`src/rtl/mm_pkg.sv`:
```
package mm_pkg;
  typedef enum logic [2:0] {
    ST_IDLE,
    ST_FEED,
    ST_FLUSH,
    ST_DRAIN,
    ST_DONE
  } mm_state_e;
endpackage

```
`src/rtl/mm_skew_line.sv`:
```
// Fixed delay of DEPTH (>=1) registers, zeroed by clr_i.
module mm_skew_line #(
  parameter int W     = 8,
  parameter int DEPTH = 1
) (
  input  logic         clk_i,
  input  logic         rst_ni,
  input  logic         clr_i,
  input  logic [W-1:0] d_i,
  output logic [W-1:0] q_o
);
  logic [W-1:0] pipe_q [DEPTH];

  always_ff @(posedge clk_i or negedge rst_ni) begin
    if (!rst_ni) begin
      for (int k = 0; k < DEPTH; k++) pipe_q[k] <= '0;
    end else if (clr_i) begin
      for (int k = 0; k < DEPTH; k++) pipe_q[k] <= '0;
    end else begin
      pipe_q[0] <= d_i;
      for (int k = 1; k < DEPTH; k++) pipe_q[k] <= pipe_q[k-1];
    end
  end

  assign q_o = pipe_q[DEPTH-1];
endmodule

```
`src/rtl/mm_mac_cell.sv`:
```
// One grid cell: stationary accumulator plus optional operand forwarding.
module mm_mac_cell #(
  parameter int DATA_W = 8,
  parameter int ACC_W  = 32,
  parameter bit FWD_A  = 1'b1,
  parameter bit FWD_B  = 1'b1
) (
  input  logic                     clk_i,
  input  logic                     rst_ni,
  input  logic                     clr_i,
  input  logic signed [DATA_W-1:0] a_i,
  input  logic signed [DATA_W-1:0] b_i,
  output logic signed [DATA_W-1:0] a_o,
  output logic signed [DATA_W-1:0] b_o,
  output logic        [ACC_W-1:0]  acc_o
);
  localparam int PW  = 2 * DATA_W;
  localparam int EXT = ACC_W - PW;

  logic signed [PW-1:0] prod;
  logic [ACC_W-1:0]     prod_ext;

  assign prod     = a_i * b_i;
  assign prod_ext = {{EXT{prod[PW-1]}}, prod};

  always_ff @(posedge clk_i or negedge rst_ni) begin
    if (!rst_ni)    acc_o <= '0;
    else if (clr_i) acc_o <= '0;
    else            acc_o <= acc_o + prod_ext;
  end

  if (FWD_A) begin : g_fwd_a
    always_ff @(posedge clk_i or negedge rst_ni) begin
      if (!rst_ni)    a_o <= '0;
      else if (clr_i) a_o <= '0;
      else            a_o <= a_i;
    end
  end else begin : g_end_a
    assign a_o = '0;
  end

  if (FWD_B) begin : g_fwd_b
    always_ff @(posedge clk_i or negedge rst_ni) begin
      if (!rst_ni)    b_o <= '0;
      else if (clr_i) b_o <= '0;
      else            b_o <= b_i;
    end
  end else begin : g_end_b
    assign b_o = '0;
  end
endmodule

```
`src/rtl/mm_ctrl.sv`:
```
// Job sequencer: feed K beats, flush the skew, drain DIM rows.
module mm_ctrl
  import mm_pkg::*;
#(
  parameter int DIM  = 4,
  parameter int KMAX = 16,
  parameter int KW   = 5,
  parameter int IW   = 2
) (
  input  logic          clk_i,
  input  logic          rst_ni,
  input  logic          start_i,
  input  logic          clear_i,
  input  logic [KW-1:0] k_len_i,
  input  logic          in_valid_i,
  output logic          take_o,
  output logic          clr_o,
  output logic          res_valid_o,
  output logic [IW-1:0] res_idx_o,
  output logic          done_o
);
  localparam int FLUSH_LEN = 2 * (DIM - 1);
  localparam int CW        = $clog2(KMAX + 2 * DIM + 2);
  localparam mm_state_e AFTER_FEED = (FLUSH_LEN == 0) ? ST_DRAIN : ST_FLUSH;

  mm_state_e     state_q;
  logic [CW-1:0] cnt_q;
  logic [CW-1:0] klen_q;

  always_ff @(posedge clk_i or negedge rst_ni) begin
    if (!rst_ni) begin
      state_q <= ST_IDLE;
      cnt_q   <= '0;
      klen_q  <= '0;
    end else if (clear_i) begin
      state_q <= ST_IDLE;
      cnt_q   <= '0;
    end else if (start_i) begin
      klen_q  <= CW'(k_len_i);
      cnt_q   <= '0;
      state_q <= (k_len_i == '0) ? AFTER_FEED : ST_FEED;
    end else begin
      case (state_q)
        ST_FEED: if (in_valid_i) begin
          if (cnt_q == klen_q - 1'b1) begin
            state_q <= AFTER_FEED;
            cnt_q   <= '0;
          end else begin
            cnt_q <= cnt_q + 1'b1;
          end
        end
        ST_FLUSH: begin
          if (cnt_q == CW'(FLUSH_LEN - 1)) begin
            state_q <= ST_DRAIN;
            cnt_q   <= '0;
          end else begin
            cnt_q <= cnt_q + 1'b1;
          end
        end
        ST_DRAIN: begin
          if (cnt_q == CW'(DIM - 1)) begin
            state_q <= ST_DONE;
            cnt_q   <= '0;
          end else begin
            cnt_q <= cnt_q + 1'b1;
          end
        end
        default: ;
      endcase
    end
  end

  assign clr_o       = start_i | clear_i;
  assign take_o      = (state_q == ST_FEED) && in_valid_i && !clr_o;
  assign res_valid_o = (state_q == ST_DRAIN);
  assign res_idx_o   = IW'(cnt_q);
  assign done_o      = (state_q == ST_DONE);
endmodule

```
`src/rtl/os_matmul.sv`:
```
module os_matmul #(
  parameter int DIM    = 4,
  parameter int DATA_W = 8,
  parameter int ACC_W  = 32,
  parameter int KMAX   = 16,
  localparam int KW    = $clog2(KMAX + 1),
  localparam int IW    = (DIM > 1) ? $clog2(DIM) : 1
) (
  input  logic                  clk_i,
  input  logic                  rst_ni,
  input  logic                  start_i,
  input  logic                  clear_i,
  input  logic [KW-1:0]         k_len_i,
  input  logic                  in_valid_i,
  input  logic [DIM*DATA_W-1:0] a_col_i,
  input  logic [DIM*DATA_W-1:0] b_row_i,
  output logic                  res_valid_o,
  output logic [IW-1:0]         res_idx_o,
  output logic [DIM*ACC_W-1:0]  res_row_o,
  output logic                  done_o
);
  logic take, clr;

  // a_in/b_in: operands arriving at cell (r,c); a_nx/b_nx: forwarded copies
  logic signed [DATA_W-1:0] a_in [DIM][DIM];
  logic signed [DATA_W-1:0] b_in [DIM][DIM];
  logic signed [DATA_W-1:0] a_nx [DIM][DIM];
  logic signed [DATA_W-1:0] b_nx [DIM][DIM];
  logic        [ACC_W-1:0]  acc  [DIM][DIM];

  mm_ctrl #(.DIM(DIM), .KMAX(KMAX), .KW(KW), .IW(IW)) u_ctrl (
    .clk_i      (clk_i),
    .rst_ni     (rst_ni),
    .start_i    (start_i),
    .clear_i    (clear_i),
    .k_len_i    (k_len_i),
    .in_valid_i (in_valid_i),
    .take_o     (take),
    .clr_o      (clr),
    .res_valid_o(res_valid_o),
    .res_idx_o  (res_idx_o),
    .done_o     (done_o)
  );

  for (genvar l = 0; l < DIM; l++) begin : g_edge
    logic [DATA_W-1:0] a_gate, b_gate;
    assign a_gate = take ? a_col_i[l*DATA_W +: DATA_W] : '0;
    assign b_gate = take ? b_row_i[l*DATA_W +: DATA_W] : '0;
    if (l == 0) begin : g_direct
      assign a_in[0][0] = a_gate;
      assign b_in[0][0] = b_gate;
    end else begin : g_skew
      mm_skew_line #(.W(DATA_W), .DEPTH(l)) u_a_skew (
        .clk_i(clk_i), .rst_ni(rst_ni), .clr_i(clr), .d_i(a_gate), .q_o(a_in[l][0])
      );
      mm_skew_line #(.W(DATA_W), .DEPTH(l)) u_b_skew (
        .clk_i(clk_i), .rst_ni(rst_ni), .clr_i(clr), .d_i(b_gate), .q_o(b_in[0][l])
      );
    end
  end

  for (genvar r = 0; r < DIM; r++) begin : g_row
    for (genvar c = 0; c < DIM; c++) begin : g_col
      if (c > 0) begin : g_a_link
        assign a_in[r][c] = a_nx[r][c-1];
      end
      if (r > 0) begin : g_b_link
        assign b_in[r][c] = b_nx[r-1][c];
      end
      mm_mac_cell #(
        .DATA_W(DATA_W), .ACC_W(ACC_W),
        .FWD_A (c < DIM - 1), .FWD_B(r < DIM - 1)
      ) u_cell (
        .clk_i (clk_i),
        .rst_ni(rst_ni),
        .clr_i (clr),
        .a_i   (a_in[r][c]),
        .b_i   (b_in[r][c]),
        .a_o   (a_nx[r][c]),
        .b_o   (b_nx[r][c]),
        .acc_o (acc[r][c])
      );
    end
  end

  always_comb begin
    res_row_o = '0;
    for (int r = 0; r < DIM; r++) begin
      if (res_idx_o == IW'(r)) begin
        for (int c = 0; c < DIM; c++) res_row_o[c*ACC_W +: ACC_W] = acc[r][c];
      end
    end
  end
endmodule

```
`config.mk`:
```
export PLATFORM = sky130hd
export DESIGN_NAME = os_matmul
export DESIGN_NICKNAME = d
export VERILOG_FILES = /design/src/rtl/mm_pkg.sv /design/src/rtl/mm_skew_line.sv /design/src/rtl/mm_mac_cell.sv /design/src/rtl/mm_ctrl.sv /design/src/rtl/os_matmul.sv
export SDC_FILE = /design/constraint.sdc
export NUM_CORES = 2
export LEC_CHECK = 0
export ABC_AREA = 1
export BUFFER_PORTS_ARGS = -buffer_cell sky130_fd_sc_hd__buf_4
export CAP_MARGIN = 20
export CORE_MARGIN = 4
export CORE_UTILIZATION = 60
export DETAILED_ROUTE_END_ITERATION = 6
export MAX_ROUTING_LAYER = met4
export PLACE_DENSITY = 0.78
export RECOVER_POWER = 25
export SYNTH_ARGS = -nofsm -noshare
export SYNTH_HDL_FRONTEND = slang
export SYNTH_SLANG_ARGS = --single-unit
```
`constraint.sdc`:
```
create_clock -name clk_i -period 6.1 [get_ports clk_i]
set_clock_uncertainty 0.1 [all_clocks]
set_input_delay 0.915 -clock clk_i [delete_from_list [all_inputs] [get_ports clk_i]]
set_output_delay 0.915 -clock clk_i [all_outputs]
set_load 0.03 [all_outputs]
```
==> flow_metrics.env <==
export IMPL_grt_ovfl_total=0
export IMPL_cts_inserted_buffers=103
export IMPL_die_area_sq_um=176000
export IMPL_nNetsFinal=17000
export IMPL_port_buffers=205
export IMPL_clkTransAtPathRegs_ns=0.06
export IMPL_io_pins=206
export IMPL_post_route_period_util_pct=102
export IMPL_dr_first_iter_drc_count=6708
export IMPL_wirelength_um=315000
export IMPL_cts_tree="yes"
export IMPL_rsz0062_at_grt="yes"
export IMPL_synth_nets=16400
export IMPL_power_density_nw_per_um2=115
export IMPL_combinationalPowerShare_pct=8.2
export IMPL_critPathKind="reg2reg"
export IMPL_fp_dieH_um=420
export IMPL_violations="capacitance limit, slew limit, setup timing"
export IMPL_cts_max_path_buffers=3
export IMPL_synth_xor_area_share_pct=3.39
export IMPL_grt_pass1_vias=94200
export IMPL_place_gp_congestion=1.04
export IMPL_endpoint_kind="flip-flop"
export IMPL_critPathMaxFanout=5
export IMPL_max_vdd_ir_drop_mv=0.219
export IMPL_critPathRequiredTime_ns=6.65
export IMPL_crit_slowest_cell="fa_2"
export IMPL_route_met2_wl_um=146000
export IMPL_area_growth_pct=14.5
export IMPL_ys_types=51
export IMPL_final_util_pct=69.4
export IMPL_timing_final_max_slew_violations=82
export IMPL_holdWs_ns=0.253
export IMPL_synth_top_cell_area_share_pct=20.0
export IMPL_yosysMostFrequentCell="nand2_1"
export IMPL_hold_path_class="in2reg"
export IMPL_initial_core_util_pct=60.6
export IMPL_clock_fmax_mhz=161
export IMPL_drc=0
export IMPL_p_seq_share_pct=40.7
export IMPL_dpl_hpwl_um=254000
export IMPL_p_int_mw=9.77
export IMPL_cap_violations=1
export IMPL_clkLatencyLatePin_ns=0.78
export IMPL_synthMuxAreaShare_pct=0
export IMPL_htree_num_levels=3
export IMPL_rows=150
export IMPL_antenna_found_initial=2
export IMPL_hold_viol_final=0
export IMPL_report_final_setup_viol=10
export IMPL_drive_above_1_share_pct=12.3
export IMPL_synthTopCellsByArea="dfrtp_1 20%, fa_1 18%, nand2_1 13%"
export IMPL_synth_enable_flop_cells=0
export IMPL_syn_inst=14500
export IMPL_core_area_sq_um=168000
export IMPL_clock_root_buffer="clkbuf_16"
export IMPL_yosysTopAreaCell="dfrtp_1"
export IMPL_fin_ws_ns=-0.0950
export IMPL_syn_avg_cell_area_sq_um=7.02
export IMPL_crit_arrival_ns=6.75
export IMPL_start_kind="flip-flop"
export IMPL_tightest_slew_ns=5.02
export IMPL_highest_layer="met4"
export IMPL_synthesis_area_sq_um=102000
export IMPL_grtUsageTotal_pct=36.6
export IMPL_synth_compound_area_share_pct=11.6
export IMPL_grt_pass1_wl_um=495000
export IMPL_power_switching_mw=3.63
export IMPL_synth_warnings=0
export IMPL_dr_wl_met3_um=16700
export IMPL_crit_path_frequent_cell="nand2_2"
export IMPL_ant_nets=0
export IMPL_vias=94000
export IMPL_wl_per_cell_um=18.2
export IMPL_slew_headroom_pct=-235
export IMPL_final_min_clock_period_ns=6.19
export IMPL_synthSimpleGateAreaFrac_pct=22.9
export IMPL_synth_fa_ha_area_share_pct=29.5
export IMPL_ys_flop_type="dfrtp_1"
export IMPL_clock_power_share_pct=51.1
export IMPL_slowest_delay_ns=0.64
export IMPL_synthTopCellsByCount="3,469 x nand2_1, 3,010 x inv_1, 1,654 x nor2_1"
export IMPL_cts_sinks=813
export IMPL_met1_length_um=123000
export IMPL_p_leak_nw=62.2
export IMPL_synthArstFlopShare_pct=100
export IMPL_viasPerCell=5.41
export IMPL_yosysSeqAreaShare_pct=20.0
export IMPL_p_sw_share_pct=27.1
export IMPL_status="finished with violations"
export IMPL_first_pass_iters=7
export IMPL_hold_buffers=0
export IMPL_synth_top_family_by_area="adder cells"
export IMPL_grt_max_degree=151
export IMPL_fp_dieW_um=420
export IMPL_ys_seq_elements=813
-- worst paths after layout --
| path | depth (start not counted) | startpoint | slack [ns] | end |
|---|---|---|---|---|
| setup / recovery | 30 | u_ctrl.state_q[1]$_DFFE_PN0P_ | -0.09 | g_row[0].g_col[0].u_cell.acc_o[26]$_DFF_PN0_ |
| hold / removal | 3 | b_row_i[20] | 0.25 | g_edge[2].g_skew.u_b_skew.pipe_q[12]$_DFF_PN0_ |
| setup reg to reg | 30 | u_ctrl.state_q[1]$_DFFE_PN0P_ | -0.09 | g_row[0].g_col[0].u_cell.acc_o[26]$_DFF_PN0_ |
| hold reg to reg | 2 | g_edge[3].g_skew.u_a_skew.pipe_q[20]$_DFF_PN0_ | 0.37 | g_edge[3].g_skew.u_a_skew.pipe_q[12]$_DFF_PN0_ |
| max in group asynchronous | 1 | rst_ni | 0.85 | g_edge[2].g_skew.u_b_skew.q_o[5]$_DFF_PN0_ |
| min in group asynchronous | 1 | rst_ni | 1.88 | g_edge[1].g_skew.u_b_skew.q_o[6]$_DFF_PN0_ |
-- power by group through the flow --
| stage | Combinational [mW] | Sequential, mW | Clock (mW) |
|---|---|---|---|
| after floorplan | 0.518 | 5.53 | 0 |
| after global placement | 1.02 | 5.55 | 0 |
| after detailed placement | 1.03 | 5.55 | 0 |
| after CTS | 1.06 | 5.46 | 6.91 |
| after global routing | 1.18 | 5.46 | 7.10 |
| final | 1.10 | 5.46 | 6.85 |
-- what timing repair did --
action | CTS | global route
gates cloned | 2 | 0
gates resized for setup | 95 | 669
endpoints found under the setup margin | 20 | 267
pin swaps | 44 | 141
setup buffers | 13 | 53
-- cells in the final DEF (no fill, tap or decap), types with 197 or more instances in the layout --
cell / n
a21oi_1: 1112
buf_4: 828
nand3_1: 406
dfrtp_1: 737
nand2_1: 3399
nor2_1: 1533
xor2_1: 197
ha_1: 872
fa_1: 889
o21ai_0: 396
inv_1: 2971
-- worst max-delay path, delay by kind of cell, from the launching register on --
family / cells / cell delay, ns
buffers and inverters: 6 / 0.59
adders and majority gates: 6 / 2.64
DFF: 1 / 0.39
and+or+nand+nor: 15 / 1.80
AOI/OAI and AO/OA: 3 / 0.51
-- cells by family (layout without fill, tap and decap cells) --
group           after synthesis  in the layout
other cells                   0              1
compound gates             2152           2152
xor+xnor                    394            394
simple gates               5851           5853
flops                       813            813
fa+ha+maj                  1863           1863
buf+inv                    3432           4077
-- layer usage --
metal,vias to the layer above,global-route usage (%)
met3,941,4.29
li1,45700,-
met5,-,-
met4,0,27.5
met1,44300,42.4
met2,3046,58.7
-- area by class of cell --
cell class	count	area (sq um)
multi-input combinational	10300	71400
fill	14500	51400
sequential	813	20400
inverter	3020	11400
timing repair buffer	869	6900
clock buffer	127	2790
tap	2204	2760
clock inverter	61	888
antenna	1	2.50
-- per-stage QoR --
stage / instances / cell area (sq um) / total power [mW] / setup TNS (ns) / setup WS, ns
after global routing: 17400 / 117000 / 13.7 / -9.52 / -0.413
final: 17400 / 117000 / 13.4 / -0.449 / -0.0950
after CTS: 17300 / 114000 / 13.4 / -0.700 / -0.0891
after global placement: 17100 / 110000 / 6.57 / -12.06 / -0.643
after floorplan: 14500 / 102000 / 6.05 / -0.194 / -0.0542
after detailed placement: 17100 / 110000 / 6.58 / -14.17 / -0.743
-- flip-flops by register name, indices dropped and copies added (netlist names) --
| signal | count |
|---|---|
| u_ctrl.state_q | 3 |
| g_edge.g_skew.u_a_skew.q_o | 24 |
| g_edge.g_skew.u_a_skew.pipe_q | 24 |
| g_row.g_col.u_cell.a_o | 96 |
| g_row.g_col.u_cell.acc_o | 512 |
| u_ctrl.klen_q | 5 |
| g_edge.g_skew.u_b_skew.pipe_q | 24 |
| u_ctrl.cnt_q | 5 |
| g_edge.g_skew.u_b_skew.q_o | 24 |
| g_row.g_col.u_cell.b_o | 96 |
Power figures use the tool's default switching activity.
